**src/rtl/lsu_lane_pkg.sv**
```systemverilog
package lsu_lane_pkg;

    typedef enum logic [1:0] {
        ACC_BYTE  = 2'd0,
        ACC_HALF  = 2'd1,
        ACC_WORD  = 2'd2,
        ACC_DWORD = 2'd3
    } acc_size_e;

    typedef enum logic {
        ORDER_LITTLE = 1'b0,
        ORDER_BIG    = 1'b1
    } byte_order_e;

    typedef struct packed {
        logic        valid;
        logic        store;
        logic        sign_ext;
        acc_size_e   size;
        byte_order_e order;
    } acc_ctrl_t;

    typedef struct packed {
        logic        valid;
        logic        fault;
        logic [63:0] value;
    } load_rsp_t;

    // Number of bytes moved by an access of the given size, as a 4-bit count.
    function automatic logic [3:0] size_bytes(input acc_size_e s);
        return 4'd1 << s;
    endfunction

    // Position inside the value of the byte that sits at position pos of the group.
    function automatic logic [3:0] value_index(input logic [3:0] pos,
                                               input logic [3:0] nbytes,
                                               input byte_order_e order);
        return (order == ORDER_BIG) ? (nbytes - 4'd1 - pos) : pos;
    endfunction

endpackage

```
**src/rtl/lsu_align_chk.sv**
```systemverilog
module lsu_align_chk
    import lsu_lane_pkg::*;
#(
    parameter int OFF_W = 3
) (
    input  acc_size_e          size_i,
    input  logic [OFF_W-1:0]   offset_i,
    output logic               aligned_o
);
    logic [OFF_W:0] low_mask;

    always_comb begin
        low_mask  = (OFF_W+1)'(size_bytes(size_i)) - 1'b1;
        aligned_o = (offset_i & low_mask[OFF_W-1:0]) == '0;
    end
endmodule

```
**src/rtl/lsu_store_lanes.sv**
```systemverilog
module lsu_store_lanes
    import lsu_lane_pkg::*;
#(
    parameter int LANES = 8,
    parameter int OFF_W = 3
) (
    input  logic               clk,
    input  logic               rst,
    input  logic               en_i,
    input  acc_size_e          size_i,
    input  byte_order_e        order_i,
    input  logic [OFF_W-1:0]   offset_i,
    input  logic [8*LANES-1:0] data_i,
    output logic [8*LANES-1:0] wdata_o,
    output logic [LANES-1:0]   wbe_o
);
    logic [3:0] nbytes;
    logic [4:0] end_lane;

    always_comb begin
        nbytes   = size_bytes(size_i);
        end_lane = 5'(offset_i) + 5'(nbytes);
    end

    for (genvar k = 0; k < LANES; k++) begin : g_lane
        logic [3:0] pos;
        logic [3:0] src;
        always_comb begin
            pos = 4'(k) & (nbytes - 4'd1);
            src = value_index(pos, nbytes, order_i);
            wdata_o[k*8 +: 8] = data_i[src[OFF_W-1:0]*8 +: 8];
            wbe_o[k] = en_i && (5'(k) >= 5'(offset_i)) && (5'(k) < end_lane);
        end
    end

    // an asserted strobe set always covers exactly the access size
    assert_wbe_count_R5: assert property (@(posedge clk) disable iff (rst)
        (|wbe_o) |-> ($countones(wbe_o) == int'(size_bytes(size_i))));

    // disabled stores drive no strobe
    assert_wbe_idle_R5: assert property (@(posedge clk) disable iff (rst)
        !en_i |-> (wbe_o == '0));
endmodule

```
**src/rtl/lsu_load_extract.sv**
```systemverilog
module lsu_load_extract
    import lsu_lane_pkg::*;
#(
    parameter int LANES = 8,
    parameter int OFF_W = 3
) (
    input  acc_size_e          size_i,
    input  byte_order_e        order_i,
    input  logic               sign_ext_i,
    input  logic [OFF_W-1:0]   offset_i,
    input  logic [8*LANES-1:0] rdata_i,
    output logic [8*LANES-1:0] value_o
);
    logic [3:0] nbytes;
    logic [7:0] field [LANES];
    logic [3:0] top_idx;
    logic       fill_bit;

    always_comb nbytes = size_bytes(size_i);

    for (genvar i = 0; i < LANES; i++) begin : g_pick
        logic [3:0] rel;
        logic [3:0] lane;
        always_comb begin
            rel  = value_index(4'(i), nbytes, order_i);
            lane = 4'(offset_i) + rel;
            field[i] = (4'(i) < nbytes) ? rdata_i[lane[OFF_W-1:0]*8 +: 8] : 8'h00;
        end
    end

    always_comb begin
        top_idx  = nbytes - 4'd1;
        fill_bit = sign_ext_i & field[top_idx[OFF_W-1:0]][7];
    end

    for (genvar i = 0; i < LANES; i++) begin : g_ext
        always_comb value_o[i*8 +: 8] = (4'(i) < nbytes) ? field[i] : {8{fill_bit}};
    end
endmodule

```
**src/rtl/lsu_lane_unit.sv**
```systemverilog
module lsu_lane_unit
    import lsu_lane_pkg::*;
#(
    parameter int DATA_W = 64,
    parameter int ADDR_W = 32
) (
    input  logic              clk,
    input  logic              rst,
    input  logic              req_valid,
    input  logic              req_store,
    input  logic              req_signed,
    input  logic [1:0]        req_size,
    input  logic              req_big_endian,
    input  logic [ADDR_W-1:0] req_addr,
    input  logic [DATA_W-1:0] req_wdata,
    input  logic [DATA_W-1:0] mem_rdata,
    output logic [DATA_W-1:0] mem_wdata,
    output logic [DATA_W/8-1:0] mem_wbe,
    output logic [DATA_W-1:0] ld_result,
    output logic              ld_valid,
    output logic              align_fault
);
    localparam int LANES = DATA_W / 8;
    localparam int OFF_W = $clog2(LANES);

    if (DATA_W != 64) begin : g_width_check
        $error("lsu_lane_unit supports a 64-bit word only");
    end

    acc_ctrl_t        ctrl;
    logic [OFF_W-1:0] offset;
    logic             aligned;
    logic             store_en;
    logic [DATA_W-1:0] load_value;
    load_rsp_t        rsp_q;

    always_comb begin
        ctrl.valid    = req_valid;
        ctrl.store    = req_store;
        ctrl.sign_ext = req_signed;
        ctrl.size     = acc_size_e'(req_size);
        ctrl.order    = byte_order_e'(req_big_endian);
        offset        = req_addr[OFF_W-1:0];
    end

    lsu_align_chk #(.OFF_W(OFF_W)) u_align (
        .size_i    (ctrl.size),
        .offset_i  (offset),
        .aligned_o (aligned)
    );

    always_comb store_en = ctrl.valid && ctrl.store && aligned;

    lsu_store_lanes #(.LANES(LANES), .OFF_W(OFF_W)) u_store (
        .clk      (clk),
        .rst      (rst),
        .en_i     (store_en),
        .size_i   (ctrl.size),
        .order_i  (ctrl.order),
        .offset_i (offset),
        .data_i   (req_wdata),
        .wdata_o  (mem_wdata),
        .wbe_o    (mem_wbe)
    );

    lsu_load_extract #(.LANES(LANES), .OFF_W(OFF_W)) u_load (
        .size_i     (ctrl.size),
        .order_i    (ctrl.order),
        .sign_ext_i (ctrl.sign_ext),
        .offset_i   (offset),
        .rdata_i    (mem_rdata),
        .value_o    (load_value)
    );

    always_ff @(posedge clk) begin
        if (rst) begin
            rsp_q <= '0;
        end else begin
            rsp_q.fault <= ctrl.valid && !aligned;
            rsp_q.valid <= ctrl.valid && !ctrl.store && aligned;
            if (ctrl.valid && !ctrl.store && aligned) begin
                rsp_q.value <= load_value;
            end
        end
    end

    always_comb begin
        ld_result   = rsp_q.value;
        ld_valid    = rsp_q.valid;
        align_fault = rsp_q.fault;
    end

    // every fault pulse comes from a misaligned request one cycle earlier
    assert_fault_source_R3: assert property (@(posedge clk) disable iff (rst)
        align_fault |-> $past(req_valid && !aligned));

    // a misaligned request never writes memory
    assert_fault_no_write_R3: assert property (@(posedge clk) disable iff (rst)
        (req_valid && !aligned) |-> (mem_wbe == '0));

    // the load result holds across a fault
    assert_fault_holds_result_R4: assert property (@(posedge clk) disable iff (rst)
        align_fault |-> ($stable(ld_result) && !ld_valid));

    // a valid result follows an aligned load request
    assert_load_latency_R12: assert property (@(posedge clk) disable iff (rst)
        ld_valid |-> $past(req_valid && !req_store && aligned));

    // unsigned byte loads leave the upper bits clear
    assert_zero_extend_R11: assert property (@(posedge clk) disable iff (rst)
        (ld_valid && $past(!req_signed && req_size == 2'd0)) |-> (ld_result[DATA_W-1:8] == '0));
endmodule

```
**config.mk**
```make
export PLATFORM = sky130hd
export DESIGN_NAME = lsu_lane_unit
export DESIGN_NICKNAME = d
export VERILOG_FILES = /design/src/rtl/lsu_lane_pkg.sv /design/src/rtl/lsu_align_chk.sv /design/src/rtl/lsu_store_lanes.sv /design/src/rtl/lsu_load_extract.sv /design/src/rtl/lsu_lane_unit.sv
export SDC_FILE = /design/constraint.sdc
export NUM_CORES = 1
export LEC_CHECK = 0
export ABC_AREA = 1
export BUFFER_PORTS_ARGS = -buffer_cell sky130_fd_sc_hd__buf_4
export CAP_MARGIN = 20
export CORE_ASPECT_RATIO = 1.25
export CORE_MARGIN = 8
export CORE_UTILIZATION = 54
export CTS_CLUSTER_SIZE = 28
export DETAILED_ROUTE_END_ITERATION = 6
export GPL_TIMING_DRIVEN = 0
export PLACE_DENSITY = 0.88
export SYNTH_ARGS = -nofsm -noshare
export SYNTH_HDL_FRONTEND = slang
export SYNTH_SLANG_ARGS = --single-unit
```
**constraint.sdc**
```tcl
create_clock -name clk -period 6.5 [get_ports clk]
set_input_delay 0.325 -clock clk [delete_from_list [all_inputs] [get_ports clk]]
set_output_delay 0.325 -clock clk [all_outputs]
set_load 0.02 [all_outputs]
```
==> flow_metrics.env, run 1 <==
export IMPL_start_util=0.553
export IMPL_io_pins=306
export IMPL_required_ps=6700
export IMPL_tns_ps=0
export IMPL_stdcell_area_um2=10300
export IMPL_placed_cell_area_um2=9960
export IMPL_clockRootBuffer="clkbuf_16"
export IMPL_clock_skew_ps=0
export IMPL_cp_max_fo=11
export IMPL_dpl_hpwl_um=31600
export IMPL_worst_r2r_setup_slack_ps=5680
export IMPL_syn_num_nets=1614
export IMPL_post_cts_buffers=0
export IMPL_fp_row_count=48
export IMPL_p_sw_mw=1.02
export IMPL_holdCritPathClass="input port to register"
export IMPL_final_antenna_net_count=0
export IMPL_maxCapViolations=0
export IMPL_grt_pass1_vias=11100
export IMPL_port_buffer_count=275
export IMPL_grt_antenna_before_repair=0
export IMPL_leakage_nw=5.38
export IMPL_synth_flop_cell="dfxtp_1"
export IMPL_critPathCaptureType="register"
export IMPL_fin_util=0.741
export IMPL_switching_share=0.473
export IMPL_syn_instance_count=1426
export IMPL_cts_tree="done"
export IMPL_nets=1900
export IMPL_fin_crit_sh=0.803
export IMPL_drive_gt1_frac=0.192
export IMPL_violations="design-rule violations"
export IMPL_grt_pass1_wl_um=60500
export IMPL_outcome="finished with violations"
export IMPL_numCtsBuffers=9
export IMPL_path_clk_slew_ps=60
export IMPL_wl_per_cell_um=21.5
export IMPL_coreArea_um2=13900
export IMPL_pwr_share_seq=0.205
export IMPL_clock_sinks=66
export IMPL_syn2layout_area_growth_pct=34.0
export IMPL_first_pass_iters=7
export IMPL_cp_arrival_ps=5410
export IMPL_drtIter0Drc=1823
export IMPL_dieArea_um2=18300
export IMPL_cts_hold_buf=0
export IMPL_tightest_slew_ps=1020
export IMPL_cts_resized=0
export IMPL_drc=100
export IMPL_powerDensity_nw_per_um2=210
export IMPL_overflow=0
export IMPL_place_gp_congestion=1.10
export IMPL_die_w_um=123
export IMPL_die_h_um=149
export IMPL_clkLatencyLatePin_ps=340
export IMPL_slew_headroom=0.313
export IMPL_p_int_mw=1.14
export IMPL_postRouteWirelength_um=40700
export IMPL_r2r_cells=2
export IMPL_seq_area_frac_synth=0.172
export IMPL_synthesis_area_um2=7680
export IMPL_setup_viol=0
export IMPL_num_vias=11700
export IMPL_clkPwrFrac=0.261
export IMPL_path_class="input port to register"
export IMPL_cp_start_kind="input port"
export IMPL_synthArstFlopShare=0
export IMPL_clock_path_buffers=2
export IMPL_vdd_drop_max_v=0.000259
export IMPL_pwr_share_comb=0.533
export IMPL_finalMaxSlewViolations=0
export IMPL_fin_crit_ps=5220
export IMPL_antenna_cells=0
export IMPL_cts_htree_levels=3
export IMPL_synth_distinct_cells=31
export IMPL_grt_max_degree=14
export IMPL_ys_seq_elements=66
export IMPL_synth_avg_cell_area_um2=5.38
export IMPL_min_delay_path_depth=2
export IMPL_rsz0062_at_grt="false"
export IMPL_max_freq_mhz=192
export IMPL_hold_viol=0
export IMPL_grt_use_total=0.431
export IMPL_synth_enable_flop_cells=0
export IMPL_viasPerCell=6.18
export IMPL_yosys_warnings=0
-- power groups by stage --
stage | registers, mW | clock network (mW) | logic, mW
global placement | 0.448 | 0 | 1.07
global route | 0.443 | 0.570 | 1.23
detailed placement | 0.449 | 0 | 1.09
CTS | 0.441 | 0.546 | 1.10
finish | 0.443 | 0.564 | 1.15
floorplan | 0.474 | 0 | 0.621
-- path summary, 6_finish.rpt --
kind                       from       endpoint
setup / recovery    req_size[0]  ld_result[35]
hold / removal              rst       ld_valid
hold reg to reg   ld_result[10]  ld_result[10]
setup reg to reg  ld_result[18]  ld_result[18]
-- layer usage --
layer,GRT usage,share of wire,vias to the layer above
met1,0.411,0.30,5144
met3,0.153,0.13,306
li1,-,-,5220
met5,0,0,-
met4,0.347,0.10,0
met2,0.737,0.47,1025
-- cells in the mapped netlist, types with 2 or more instances --
cell      instances  area share
a211oi_1          2      0.0020
a21oi_1         155        0.10
a31oi_1           4      0.0033
buf_1            10      0.0049
buf_2            13      0.0085
buf_6             2      0.0029
clkbuf_1         70       0.034
clkinv_1          2     0.00098
dfxtp_1          66        0.17
fa_1              5       0.013
ha_1             15       0.024
inv_1           168       0.082
inv_2             6      0.0029
mux2i_1          32       0.042
nand2_1         427        0.21
nand2_2           3      0.0024
nand3_1          70       0.046
nand3_2           3      0.0039
nand4_2           5      0.0081
nor2_1           49       0.024
nor3_1            5      0.0033
o21ai_0         305        0.20
-- area by class of cell --
class	instances	area, um^2
sequential	66	1320
fill	1176	3590
buffer	96	395
multi-input combinational	1088	5300
tap	175	219
clock inverter	7	98.8
clock buffer	9	225
timing repair buffer	275	2060
inverter	176	661
-- per-stage QoR --
stage	worst slack, ps	instances	hold WS [ps]	power (mW)
after floorplan	2830	1426	397	1.09
after global placement	1490	1876	511	1.52
after detailed placement	1380	1876	511	1.54
after CTS	1710	1892	168	2.09
after global routing	875	1892	166	2.24
final	1280	1892	163	2.16
-- sequential cells by signal (all words and copies together) (netlist names) --
name	flops
align_fault	1
ld_result	64
ld_valid	1
-- logic make-up (layout without fill, tap and decap cells) --
kind of cell             Yosys count  in the layout  share of synthesized area
AO/OA/AOI/OAI                    468            468                      0.307
XOR/XNOR                           1              1                    0.00114
adder cells (fa/ha/maj)           20             20                     0.0375
buffers and inverters            272            563                      0.138
flip-flops                        66             66                      0.172
multiplexers                      32             32                     0.0417
AND/OR/NAND/NOR                  567            567                      0.303
-- cells in the final DEF (no fill, tap or decap), types with 32 or more instances in the layout --
master / instances
a21oi_1: 155
nand3_1: 70
dfxtp_1: 66
o21ai_0: 305
nor2_1: 49
mux2i_1: 32
nand2_1: 427
clkbuf_1: 70
inv_1: 168
buf_4: 276
-- critical path, cell delays in order --
cell,delay (ps)
buf_4,130
inv_1,80
ha_1,230
clkinv_1,340
ha_1,530
nor2_1,200
clkbuf_1,370
clkbuf_1,460
inv_1,120
fa_1,520
inv_1,160
clkbuf_1,380
clkbuf_1,420
nand2_1,90
o21ai_0,180
nand2_1,120
a21oi_1,570
a21oi_1,180
Note: power is estimated with default switching activity, not from simulation.
==> inputs of run 2 (changes only) <==
CORE_UTILIZATION = 51   (was 54)
PLACE_DENSITY = 0.83   (was 0.88)
clock period = 5.1 ns   (was 6.5 ns; I/O delays follow)
==> run 2 against run 1 <==
  * The flow still finishes with violations (design-rule violations)
  * Final area increased by 0.12%
  * Worst setup slack lost 910 ps
  * Sequential cell count stayed put
  * Critical path depth is the same
  * Die area grew 5.2%
  * Largest power group unchanged
  * Count of clock-buffer cells in the layout did not move
  * Highest routed layer unchanged
==> flow_metrics.env, run 2 (synthesis results as in run 1) <==
export IMPL_postRouteWirelength_um=38800
export IMPL_hold_viol=0
export IMPL_cp_arrival_ps=4930
export IMPL_maxCapViolations=0
export IMPL_drc=12
export IMPL_slew_headroom=0.353
export IMPL_setup_viol=0
export IMPL_r2r_start="ld_result[39]"
export IMPL_wl_per_cell_um=20.4
export IMPL_total_power_mw=2.70
export IMPL_final_antenna_net_count=0
export IMPL_critPathCaptureType="register"
export IMPL_fin_crit_ps=4730
export IMPL_grt_use_total=0.383
export IMPL_max_freq_mhz=212
export IMPL_preCtsSetupSlack_ps=95.1
export IMPL_min_from="rst"
export IMPL_vdd_drop_max_v=0.000210
export IMPL_cp_max_fo=11
export IMPL_outcome="finished with violations"
export IMPL_cts_tree="done"
export IMPL_r2r_cells=2
export IMPL_critPathLaunch="req_size[1]"
export IMPL_leakage_nw=5.39
export IMPL_clock_path_buffers=2
export IMPL_grt_max_degree=14
export IMPL_cts_hold_buf=0
export IMPL_die_h_um=153
export IMPL_violations="design-rule violations"
export IMPL_grt_antenna_before_repair=0
export IMPL_cp_start_kind="input port"
export IMPL_post_cts_buffers=0
export IMPL_fin_crit_sh=0.927
export IMPL_num_vias=11300
export IMPL_numCtsBuffers=9
export IMPL_required_ps=5310
export IMPL_clockRootBuffer="clkbuf_16"
export IMPL_place_gp_congestion=1.09
export IMPL_largest_reg_flops=64
export IMPL_rsz0062_at_grt="false"
export IMPL_layout_common_cells="nand2_1, o21ai_0, buf_4"
export IMPL_dpl_hpwl_um=31200
export IMPL_tightest_slew_ps=966
export IMPL_fin_ws_ps=373
export IMPL_path_class="input port to register"
export IMPL_cts_resized=0
export IMPL_path_clk_slew_ps=60
export IMPL_fillers=1361
export IMPL_finalMaxSlewViolations=0
export IMPL_worst_r2r_setup_slack_ps=4220
export IMPL_port_buffer_count=275
export IMPL_coreArea_um2=14800
export IMPL_clock_sinks=66
export IMPL_nets=1900
export IMPL_syn2layout_area_growth_pct=34.1
export IMPL_grt_pass1_wl_um=58100
export IMPL_first_pass_iters=7
export IMPL_tns_ps=0
export IMPL_holdCritPathClass="input port to register"
export IMPL_dieArea_um2=19300
export IMPL_drive_gt1_frac=0.193
export IMPL_fin_util=0.694
export IMPL_clkLatencyLatePin_ps=330
export IMPL_powerDensity_nw_per_um2=262
export IMPL_die_w_um=126
export IMPL_viasPerCell=5.93
export IMPL_fp_row_count=50
export IMPL_crit_path_end="ld_result[34]"
export IMPL_cts_htree_levels=3
export IMPL_grt_pass1_vias=10600
export IMPL_overflow=0
export IMPL_drtIter0Drc=1204
export IMPL_mostFrequentLayoutCell="nand2_1"
export IMPL_clock_skew_ps=0
export IMPL_io_pins=306
export IMPL_r2r_end="ld_result[39]"
export IMPL_start_util=0.518
export IMPL_antenna_cells=0
export IMPL_whs_ps=103
[run 2: changes by cell type in the layout (fill, tap and decap cells not counted)]
cell	previous run	this run
clkbuf_2	0	2
clkinv_4	0	2
clkinvlp_4	1	0
clkbuf_1	70	68
inv_6	3	2
[run 2: critical path, cell delays in order]
cell,delay (ps)
buf_4,130
inv_1,80
ha_1,250
clkinv_1,340
ha_1,530
nor2_1,200
clkbuf_1,360
clkbuf_2,340
inv_1,100
fa_1,520
inv_1,180
clkbuf_1,370
clkbuf_1,400
nand2_1,100
o21ai_0,180
a21oi_1,120
a21oi_1,350
a21oi_1,120
[run 2: worst min path at each step]
stage | endpoint | slack, ps | depth (start not counted)
6_report | align_fault | 100 | 2
2_1_floorplan | ld_valid | 330 | 1
4_1_cts | align_fault | 100 | 2
5_1_grt | align_fault | 110 | 2
3_3_place_gp | ld_valid | 440 | 2
3_5_place_dp | align_fault | 450 | 2
[run 2: metal layers]
layer,part of all wire,up-vias,GRT usage
met5,0,-,0
met4,0.090,0,0.301
met3,0.10,198,0.0863
met2,0.48,847,0.667
met1,0.33,5006,0.390
li1,-,5213,-
[run 2: stage by stage]
stage | cell area (um^2) | std cells
after floorplan | 7680 | 1426
after global placement | 9970 | 1883
after detailed placement | 9970 | 1883
after CTS | 10300 | 1899
after global routing | 10300 | 1899
final | 10300 | 1899
[run 2: layout make-up]
type | count | area (um^2) | share of cell area
Buffer | 96 | 398 | 0.0386
Clock buffer | 9 | 225 | 0.0219
Clock inverter | 7 | 100 | 0.00972
Inverter | 176 | 661 | 0.0642
Multi-Input combinational cell | 1088 | 5300 | 0.515
Sequential cell | 66 | 1320 | 0.128
Tap cell | 182 | 228 | 0.0221
Timing Repair Buffer | 275 | 2060 | 0.201
[run 2: where the power goes]
group	internal, mW	leakage (nW)	switching, mW
clock	0.432	0.160	0.255
sequential	0.545	0.538	0.0177
combinational	0.472	4.69	0.976
==> inputs of run 3 (changes only) <==
PLACE_DENSITY = 0.86   (was 0.83)
==> run 3 against run 2 <==
  * The flow now finishes without violations
  * Register-to-register slack better by 40 ps
  * Critical path depth unchanged
  * Count of clock-buffer cells in the layout up 1
  * Sequential power about the same
  * Power down 1.1%
  * Critical path type unchanged
  * Highest routed layer unchanged
==> flow_metrics.env, run 3 (synthesis results as in run 1) <==
export IMPL_nets=1900
export IMPL_holdPathEnd="ld_valid"
export IMPL_outcome="complete, no violations"
export IMPL_die_h_um=153
export IMPL_r2r_start="ld_result[33]"
export IMPL_grt_antenna_before_repair=0
export IMPL_num_vias=11400
export IMPL_finalMaxSlewViolations=0
export IMPL_dieArea_um2=19300
export IMPL_path_class="input port to register"
export IMPL_hold_viol=0
export IMPL_drtIter0Drc=1274
export IMPL_wl_per_cell_um=20.8
export IMPL_place_gp_congestion=1.06
export IMPL_cts_tree="done"
export IMPL_fp_row_count=50
export IMPL_critPathCaptureType="register"
export IMPL_antenna_cells=0
export IMPL_numCtsBuffers=9
export IMPL_first_pass_iters=6
export IMPL_syn2layout_area_growth_pct=33.9
export IMPL_cp_arrival_ps=5010
export IMPL_grt_use_total=0.392
export IMPL_grt_pass1_vias=11200
export IMPL_p_sw_mw=1.26
export IMPL_clock_path_buffers=2
export IMPL_grt_max_degree=13
export IMPL_path_clk_slew_ps=60
export IMPL_clockRootBuffer="clkbuf_16"
export IMPL_fin_crit_sh=0.939
export IMPL_cts_hold_buf=0
export IMPL_whs_ps=94.9
export IMPL_post_cts_buffers=0
export IMPL_postRouteWirelength_um=39600
export IMPL_final_antenna_net_count=0
export IMPL_clock_skew_ps=0
export IMPL_cp_max_fo=11
export IMPL_cp_start_kind="input port"
export IMPL_coreArea_um2=14800
export IMPL_min_from="rst"
export IMPL_setup_viol=0
export IMPL_fin_crit_ps=4790
export IMPL_pwr_share_seq=0.211
export IMPL_fillers=1404
export IMPL_overflow=0
export IMPL_holdCritPathClass="input port to register"
export IMPL_vdd_drop_max_v=0.000167
export IMPL_largest_reg_flops=64
export IMPL_pwr_share_comb=0.547
export IMPL_r2r_end="ld_result[33]"
export IMPL_io_pins=306
export IMPL_max_freq_mhz=209
export IMPL_cts_resized=0
export IMPL_r2r_cells=2
export IMPL_tightest_slew_ps=973
export IMPL_required_ps=5320
export IMPL_rsz0062_at_grt="false"
export IMPL_clkLatencyLatePin_ps=340
export IMPL_mostFrequentLayoutCell="nand2_1"
export IMPL_port_buffer_count=275
export IMPL_die_w_um=126
export IMPL_tns_ps=0
export IMPL_drc=0
export IMPL_maxCapViolations=0
export IMPL_grt_pass1_wl_um=60000
export IMPL_p_int_mw=1.41
export IMPL_viasPerCell=5.99
export IMPL_layout_common_cells="nand2_1, o21ai_0, buf_4"
export IMPL_drive_gt1_frac=0.193
export IMPL_clock_sinks=66
export IMPL_leakage_nw=5.38
export IMPL_start_util=0.518
export IMPL_worst_r2r_setup_slack_ps=4260
export IMPL_slew_headroom=0.348
export IMPL_switching_share=0.472
export IMPL_cts_htree_levels=3
export IMPL_clkPwrFrac=0.242
export IMPL_powerDensity_nw_per_um2=260
export IMPL_dpl_hpwl_um=31900
export IMPL_min_delay_path_depth=2
-- run 3: changes by cell type in the layout (fill, tap and decap cells not counted), sizes merged --
cell	change
clkbuf	+1
bufinv	-1
inv	-2
clkinv	+2
-- run 3: per-layer routing --
layer,global-route usage,part of all wire,vias to the layer above
met5,0,0,-
met4,0.374,0.10,0
met3,0.102,0.10,245
met2,0.688,0.48,858
met1,0.365,0.32,5062
li1,-,-,5214
-- run 3: stage by stage --
stage               power, mW  setup slack [ps]  std cells  utilization  cell area, um^2
finish                   2.67               310       1899        0.693            10300
global route             2.79              45.8       1899        0.693            10300
CTS                      2.60               398       1899        0.693            10300
detailed placement       1.97              35.5       1883        0.672             9970
global placement         1.95              81.6       1883        0.672             9970
floorplan                1.40              1500       1426            -             7680
-- run 3: area by class of cell --
class | instances | area, um^2 | share of cell area
multi-input combinational | 1088 | 5300 | 0.516
timing repair buffer | 275 | 2060 | 0.201
sequential | 66 | 1320 | 0.129
inverter | 176 | 661 | 0.0643
buffer | 96 | 398 | 0.0387
clock buffer | 10 | 239 | 0.0233
tap | 182 | 228 | 0.0222
clock inverter | 6 | 66.3 | 0.00645
-- run 3: worst max path at each step --
stage                      startpoint            end  slack (ps)  cells after the start
after floorplan           req_size[0]  ld_result[32]        1500                     22
after global placement    req_size[0]  ld_result[33]          80                     18
after detailed placement  req_size[0]  ld_result[33]          40                     18
after CTS                 req_size[0]  ld_result[33]         400                     18
after global routing      req_size[0]  ld_result[34]          50                     18
final                     req_size[1]  ld_result[34]         310                     18
-- run 3: power by group through the flow --
stage | clock network [mW] | logic (mW) | registers [mW]
finish | 0.647 | 1.46 | 0.563
global route | 0.660 | 1.56 | 0.565
CTS | 0.636 | 1.41 | 0.562
detailed placement | 0 | 1.39 | 0.572
global placement | 0 | 1.38 | 0.572
floorplan | 0 | 0.791 | 0.604
-- run 3: critical path, cell delays in order --
cell	delay, ps
buf_4	130
inv_1	80
ha_1	220
clkinv_1	330
ha_1	520
nor2_1	210
clkbuf_1	390
clkbuf_2	360
inv_1	100
fa_1	510
inv_1	170
clkbuf_1	370
clkbuf_1	440
nand2_1	120
o21ai_0	310
nand2_1	100
a21oi_1	300
a21oi_1	110
